[src/rtl/spi_slave_fe.sv]
module spi_slave_fe #(
  parameter int W = 8
) (
  input  logic         clk,
  input  logic         rst_n,
  input  logic         sck,
  input  logic         cs_n,
  input  logic         hold_n,
  input  logic         si,
  input  logic [W-1:0] tx_byte,
  input  logic         tx_load,
  input  logic         rd_drive,
  output logic [W-1:0] rx_byte,
  output logic         rx_valid,
  output logic         xfer_start,
  output logic         so,
  output logic         so_oe
);
  localparam int CW = $clog2(W);

  logic [3:0]    m1, m2;
  logic          sck_p, cs_act, hold_act;
  logic [CW-1:0] cnt;
  logic [W-2:0]  rx_sh;
  logic [W-1:0]  tx_sh;

  wire sck_s    = m2[3];
  wire cs_n_s   = m2[2];
  wire hold_n_s = m2[1];
  wire si_s     = m2[0];

  wire run      = cs_act & ~hold_act;
  wire cs_fall  = ~hold_act & ~cs_n_s & ~cs_act;
  wire cs_rise  = ~hold_act & cs_n_s & cs_act;
  wire sck_rise = run & ~cs_rise & sck_s & ~sck_p;
  wire sck_fall = run & ~cs_rise & ~sck_s & sck_p;
  wire last_bit = (cnt == CW'(W-1));

  always_ff @(posedge clk or negedge rst_n) begin
    if (!rst_n) begin
      m1 <= 4'b0110;
      m2 <= 4'b0110;
      sck_p <= 1'b0;
      cs_act <= 1'b0;
      hold_act <= 1'b0;
    end else begin
      m1 <= {sck, cs_n, hold_n, si};
      m2 <= m1;
      sck_p <= sck_s;
      if (!sck_s) hold_act <= ~hold_n_s;
      if (!hold_act) cs_act <= ~cs_n_s;
    end
  end

  always_ff @(posedge clk or negedge rst_n) begin
    if (!rst_n) begin
      cnt <= '0;
      rx_sh <= '0;
      rx_byte <= '0;
      rx_valid <= 1'b0;
      xfer_start <= 1'b0;
    end else begin
      xfer_start <= cs_fall;
      rx_valid <= 1'b0;
      if (cs_fall || cs_rise) begin
        cnt <= '0;
      end else if (sck_rise) begin
        rx_sh <= {rx_sh[W-3:0], si_s};
        cnt <= last_bit ? '0 : cnt + CW'(1);
        if (last_bit) begin
          rx_byte <= {rx_sh, si_s};
          rx_valid <= 1'b1;
        end
      end
    end
  end

  always_ff @(posedge clk or negedge rst_n) begin
    if (!rst_n) tx_sh <= '0;
    else if (tx_load) tx_sh <= tx_byte;
    else if (sck_fall && cnt != '0) tx_sh <= {tx_sh[W-2:0], 1'b0};
  end

  assign so    = tx_sh[W-1];
  assign so_oe = run & rd_drive;
endmodule

[config.mk]
export PLATFORM = sky130hd
export DESIGN_NAME = spi_slave_fe
export DESIGN_NICKNAME = d
export VERILOG_FILES = /design/src/rtl/spi_slave_fe.sv
export SDC_FILE = /design/constraint.sdc
export NUM_CORES = 1
export LEC_CHECK = 0
export BUFFER_PORTS_ARGS = -buffer_cell sky130_fd_sc_hd__buf_4
export CORE_MARGIN = 2
export CORE_UTILIZATION = 45
export DETAILED_ROUTE_END_ITERATION = 10
export GPL_TIMING_DRIVEN = 0
export PLACE_DENSITY = 0.63
export SYNTH_ARGS = -nofsm -noshare
export SYNTH_HDL_FRONTEND = slang
export SYNTH_SLANG_ARGS = --single-unit
[constraint.sdc]
create_clock -name clk -period 3.65 [get_ports clk]
set_input_delay 0.5475 -clock clk [delete_from_list [all_inputs] [get_ports clk]]
set_output_delay 0.5475 -clock clk [all_outputs]
set_load 0.05 [all_outputs]
=== Word level (Yosys, flattened, before mapping) ===
Index checks and enable logic that the tools add are counted.

* Register bits after elaboration: 39
* Bits in read-only memories: 0
* Bits in latches: 0
* Logic and storage cells: 47
* Bits in writable memories: 0
* Memories: 0
* Input port bits: 16

* Equal/unequal tests: 1
* Mux-type cells: 8
* Shifts and indexed selects: 0
* $mul: 0
* Bitwise operators: 19
* Order comparisons: 0
* Reduce and logical (&&, ||, !) cells: 7
* $add $sub $neg: 1
* Div/mod/pow operators: 0

{| class="wikitable"
|+ Operator list
! cell !! count
|-
| 8-bit two-way mux || 2
|-
| 1-bit AND || 11
|-
| 3-bit two-way mux || 3
|-
| 1-bit NOT || 8
|-
| 2-bit nonzero test || 2
|-
| 3-bit by 1-bit adder with 3-bit output (second input constant) || 1
|-
| 3-bit == test (second input constant) || 1
|-
| 1-bit two-way mux || 3
|-
| 3-bit AND reduction || 1
|-
| 3-bit nonzero test || 1
|-
| 2-bit AND reduction || 1
|-
| 1-bit logical AND || 1
|-
| 1-bit logical OR || 1
|}

=== Longest topological paths before layout ===
* Depth after elaboration: 10
* Mapped depth: 6
* Gate-level depth less buffers: 5

=== Worst setup path after synthesis ===
No wires, ideal clock.

* Kind: in2out
* Start point: input port rd_drive
* End point: output port so_oe
* Arrival time: 0.996 ns
* Stages: 1
* Data required time: 3.102 ns
* Buffers on the path: 0
* Slack: 2.106 ns
* Path through: and3_1

* Longest elaborated chain between the ends: 1

{| class="wikitable"
|+ RTL lines
! item !! line !! RTL
|-
| from (decl) || 12 || <nowiki>input logic rd_drive,</nowiki>
|-
| 1-bit AND || 85 || <nowiki>assign so_oe = run & rd_drive;</nowiki>
|-
| to (decl) || 17 || <nowiki>output logic so_oe</nowiki>
|}

No other way between the ends.

=== Worst setup path after layout ===
* Start point: register hold_act
* End point: output port so_oe

* Longest elaborated chain between the ends: 3

{| class="wikitable"
|+ RTL lines
! item !! line !! RTL
|-
| from (decl) || 22 || <nowiki>logic sck_p, cs_act, hold_act;</nowiki>
|-
| from (signal assigned) || 50 || <nowiki>if (!sck_s) hold_act <= ~hold_n_s;</nowiki>
|-
| 1-bit NOT || 32 || <nowiki>wire run = cs_act & ~hold_act;</nowiki>
|-
| 1-bit AND || 32 ||
|-
| 1-bit AND || 85 ||
|}

No other way between the ends.

==> impl_metrics.tcl <==
set metrics [dict create \
    hold_class "in -> async" \
    path_delay_family "flip-flops" \
    post-route-drc-count 0 \
    syn_inst 120 \
    drive_gt1_frac 0.3677 \
    mostFrequentLayoutCells "35 x dfrtp_1, 27 x buf_4, 10 x nor2b_1, 10 x mux2_2" \
    hold_ws_ns 0.1523 \
    drt_iter0_drc 28 \
    ant_nets 0 \
    synth-seq-area-share 0.6026 \
    p_per_area_mw_per_mm2 423.1 \
    crit_slowest_cell "dfrtp_1" \
    grt_setup_unrepaired "false" \
    crit_cells 3 \
    dieArea_mm2 0.004115 \
    postCtsSetupBuffers 0 \
    grt_pass1_wl_um 4595 \
    total_power_mw 0.8242 \
    cpPeakStageDelay_ns 0.44 \
    grt_max_degree 40 \
    final_common_cell "dfrtp_1" \
    antenna_found_initial 0 \
    detail_route.wl_per_cell_um 13.10 \
    finClkSkew_ns 0.01517 \
    yosys_warnings 0 \
    worstPathArrival_ns 1.28 \
    crit_chain "inv_1 > and3_1 > buf_4" \
    ir_drop_v 0.0002393 \
    io_pins 28 \
    fin_crit_ns 1.828 \
    synth_cell_types 27 \
    syn_area_mm2 0.001628 \
    dp_hpwl_um 1922 \
    die_y_um 64.15 \
    grt_usage 0.1459 \
    worstReg2RegStart "hold_act$_DFFE_PN0N_" \
    fmax_mhz 547.0 \
    nets 173 \
    worstPathMaxFanout 5 \
    vias 1042 \
    cellLeakagePower_nw 0.9128 \
    overflow 0 \
    cts_tree "yes" \
    maxCapViolations 0 \
    critPathBufInv 2 \
    cts_buffers 5 \
    slew_viol_final 0 \
    io_buffers 27 \
    ys_ff_latch 39 \
    ff2ff_path_depth 4 \
    status "finished, final reports clean" \
    clkSinkCount 39 \
    drt-vias-per-instance 5.184 \
    syn_nets 139 \
    synth_area_per_cell_um2 13.57 \
    first_global_vias 1019 \
    start_util 0.4766 \
    start_kind "flop" \
    hold_violations 0 \
    cp-end-kind "output port" \
    clk_path_buf_depth 2 \
    drtPass1Iterations 4 \
    rows 21 \
    tns_ns 0 \
    tightest_slew_ns 0.4662 \
    clk_pin_slew_ns 0.11 \
    areaGrowthSynthToFinish_pct 19.68 \
    die_x_um 64.15 \
    hold_buffers 0 \
    h-tree-depth 2 \
    cp.required_ns 3.10 \
    root_buffer "clkbuf_4" \
    path_class "reg -> out" \
    r2r-end "rx_byte[7]$_DFFE_PN0P_" \
    relSlewSlack 0.6892 \
    post-route-period-util 0.5009 \
    crit_path_end "so_oe" \
    core_mm2 0.003416 \
    clk_latency_ns 0.34 \
    postCtsResizedCells 0 \
    critPathLaunch "hold_act$_DFFE_PN0N_" \
    setup_viol 0 \
    gp_congestion 0.7866 \
    utilization 0.5703 \
    diodes 0 \
    totalWireLength_um 2634 \
    reg2reg_slack_ns 2.00 \
]
area by class of cell:
| cell class | count | area (µm²) |
|---|---|---|
| Buffer | 6 | 30.03 |
| Clock buffer | 7 | 55.05 |
| Clock inverter | 1 | 5.005 |
| Fill cell | 329 | 1468 |
| Inverter | 4 | 15.01 |
| Multi-Input combinational cell | 71 | 601.8 |
| Sequential cell | 39 | 980.9 |
| Tap cell | 46 | 57.56 |
| Timing Repair Buffer | 27 | 202.7 |
cells in the mapped netlist, drive strengths merged:
cell type	count	area [µm²]
or2b	1	7.510
nor2b	10	62.56
nand3	1	17.52
clkbuf	5	18.77
buf	1	11.26
dfrtp	35	875.8
nor2	2	7.510
mux2i	1	10.01
o211ai	1	7.510
o31ai	8	60.06
or3b	1	8.760
a41oi	7	61.31
nand2b	3	18.77
and3	1	6.260
mux2	15	187.7
and2	1	6.260
nor3b	1	18.77
dfstp	4	105.1
o21ai	1	5.000
ha	3	37.54
nand2	2	7.510
inv	4	15.01
a21oi	8	40.04
a22o	3	26.28
nor3	1	5.000
worst reg2reg max path: cells and delay by family, from the launching register on:
| kind | cells | cell delay [ns] |
|---|---|---|
| buf+inv | 1 | 0.12 |
| flops | 1 | 0.44 |
| mux | 1 | 0.33 |
| simple gates | 2 | 0.65 |
where the power goes:
part | internal [mW] | switching, mW
combinational | 0.0559 | 0.0566
clock | 0.0934 | 0.125
sequential | 0.467 | 0.0261
layer usage:
layer	routed length (µm)	up-vias	GRT usage
met5	0	-	0
met1	1234	519	0.1991
li1	-	500	-
met2	1251	18	0.2174
met3	109	5	0.05282
met4	38	0	0.04787
through the flow:
step | worst slack [ns] | cells | area, µm²
after floorplan | 2.106 | 120 | 1628
after global placement | 2.006 | 193 | 1888
after detailed placement | 1.983 | 193 | 1888
after CTS | 1.795 | 201 | 1948
after global routing | 1.743 | 201 | 1948
final | 1.822 | 201 | 1948
sequential cells by signal, indices dropped and copies added, names as in the netlist:
signal and cells:
sck_p 1, rx_byte 8, rx_sh 7, tx_sh 8
m1 4, cs_act 1, rx_valid 1, hold_act 1
m2 4, cnt 3, xfer_start 1
cells by family after synthesis:
kind of cell    share of synthesized area
flops                              0.6026
compound gates                     0.1230
simple gates                       0.1022
mux                                0.1214
buf+inv                           0.02767
fa+ha+maj                         0.02306
how the worst min path moves through the flow:
| stage | start | end | slack, ns | cells past startpoint |
|---|---|---|---|---|
| after floorplan | rst_n | cnt[0]$_DFFE_PN0P_ | 0.25 | 0 |
| after global placement | m1[0]$_DFF_PN0_ | m2[0]$_DFF_PN0_ | 0.34 | 0 |
| after detailed placement | m1[3]$_DFF_PN0_ | m2[3]$_DFF_PN0_ | 0.34 | 0 |
| after CTS | rst_n | rx_sh[2]$_DFFE_PN0P_ | 0.15 | 1 |
| after global routing | rst_n | rx_sh[2]$_DFFE_PN0P_ | 0.16 | 1 |
| final | rst_n | rx_sh[2]$_DFFE_PN0P_ | 0.15 | 1 |
No activity file was read; power rests on OpenSTA's default activity.
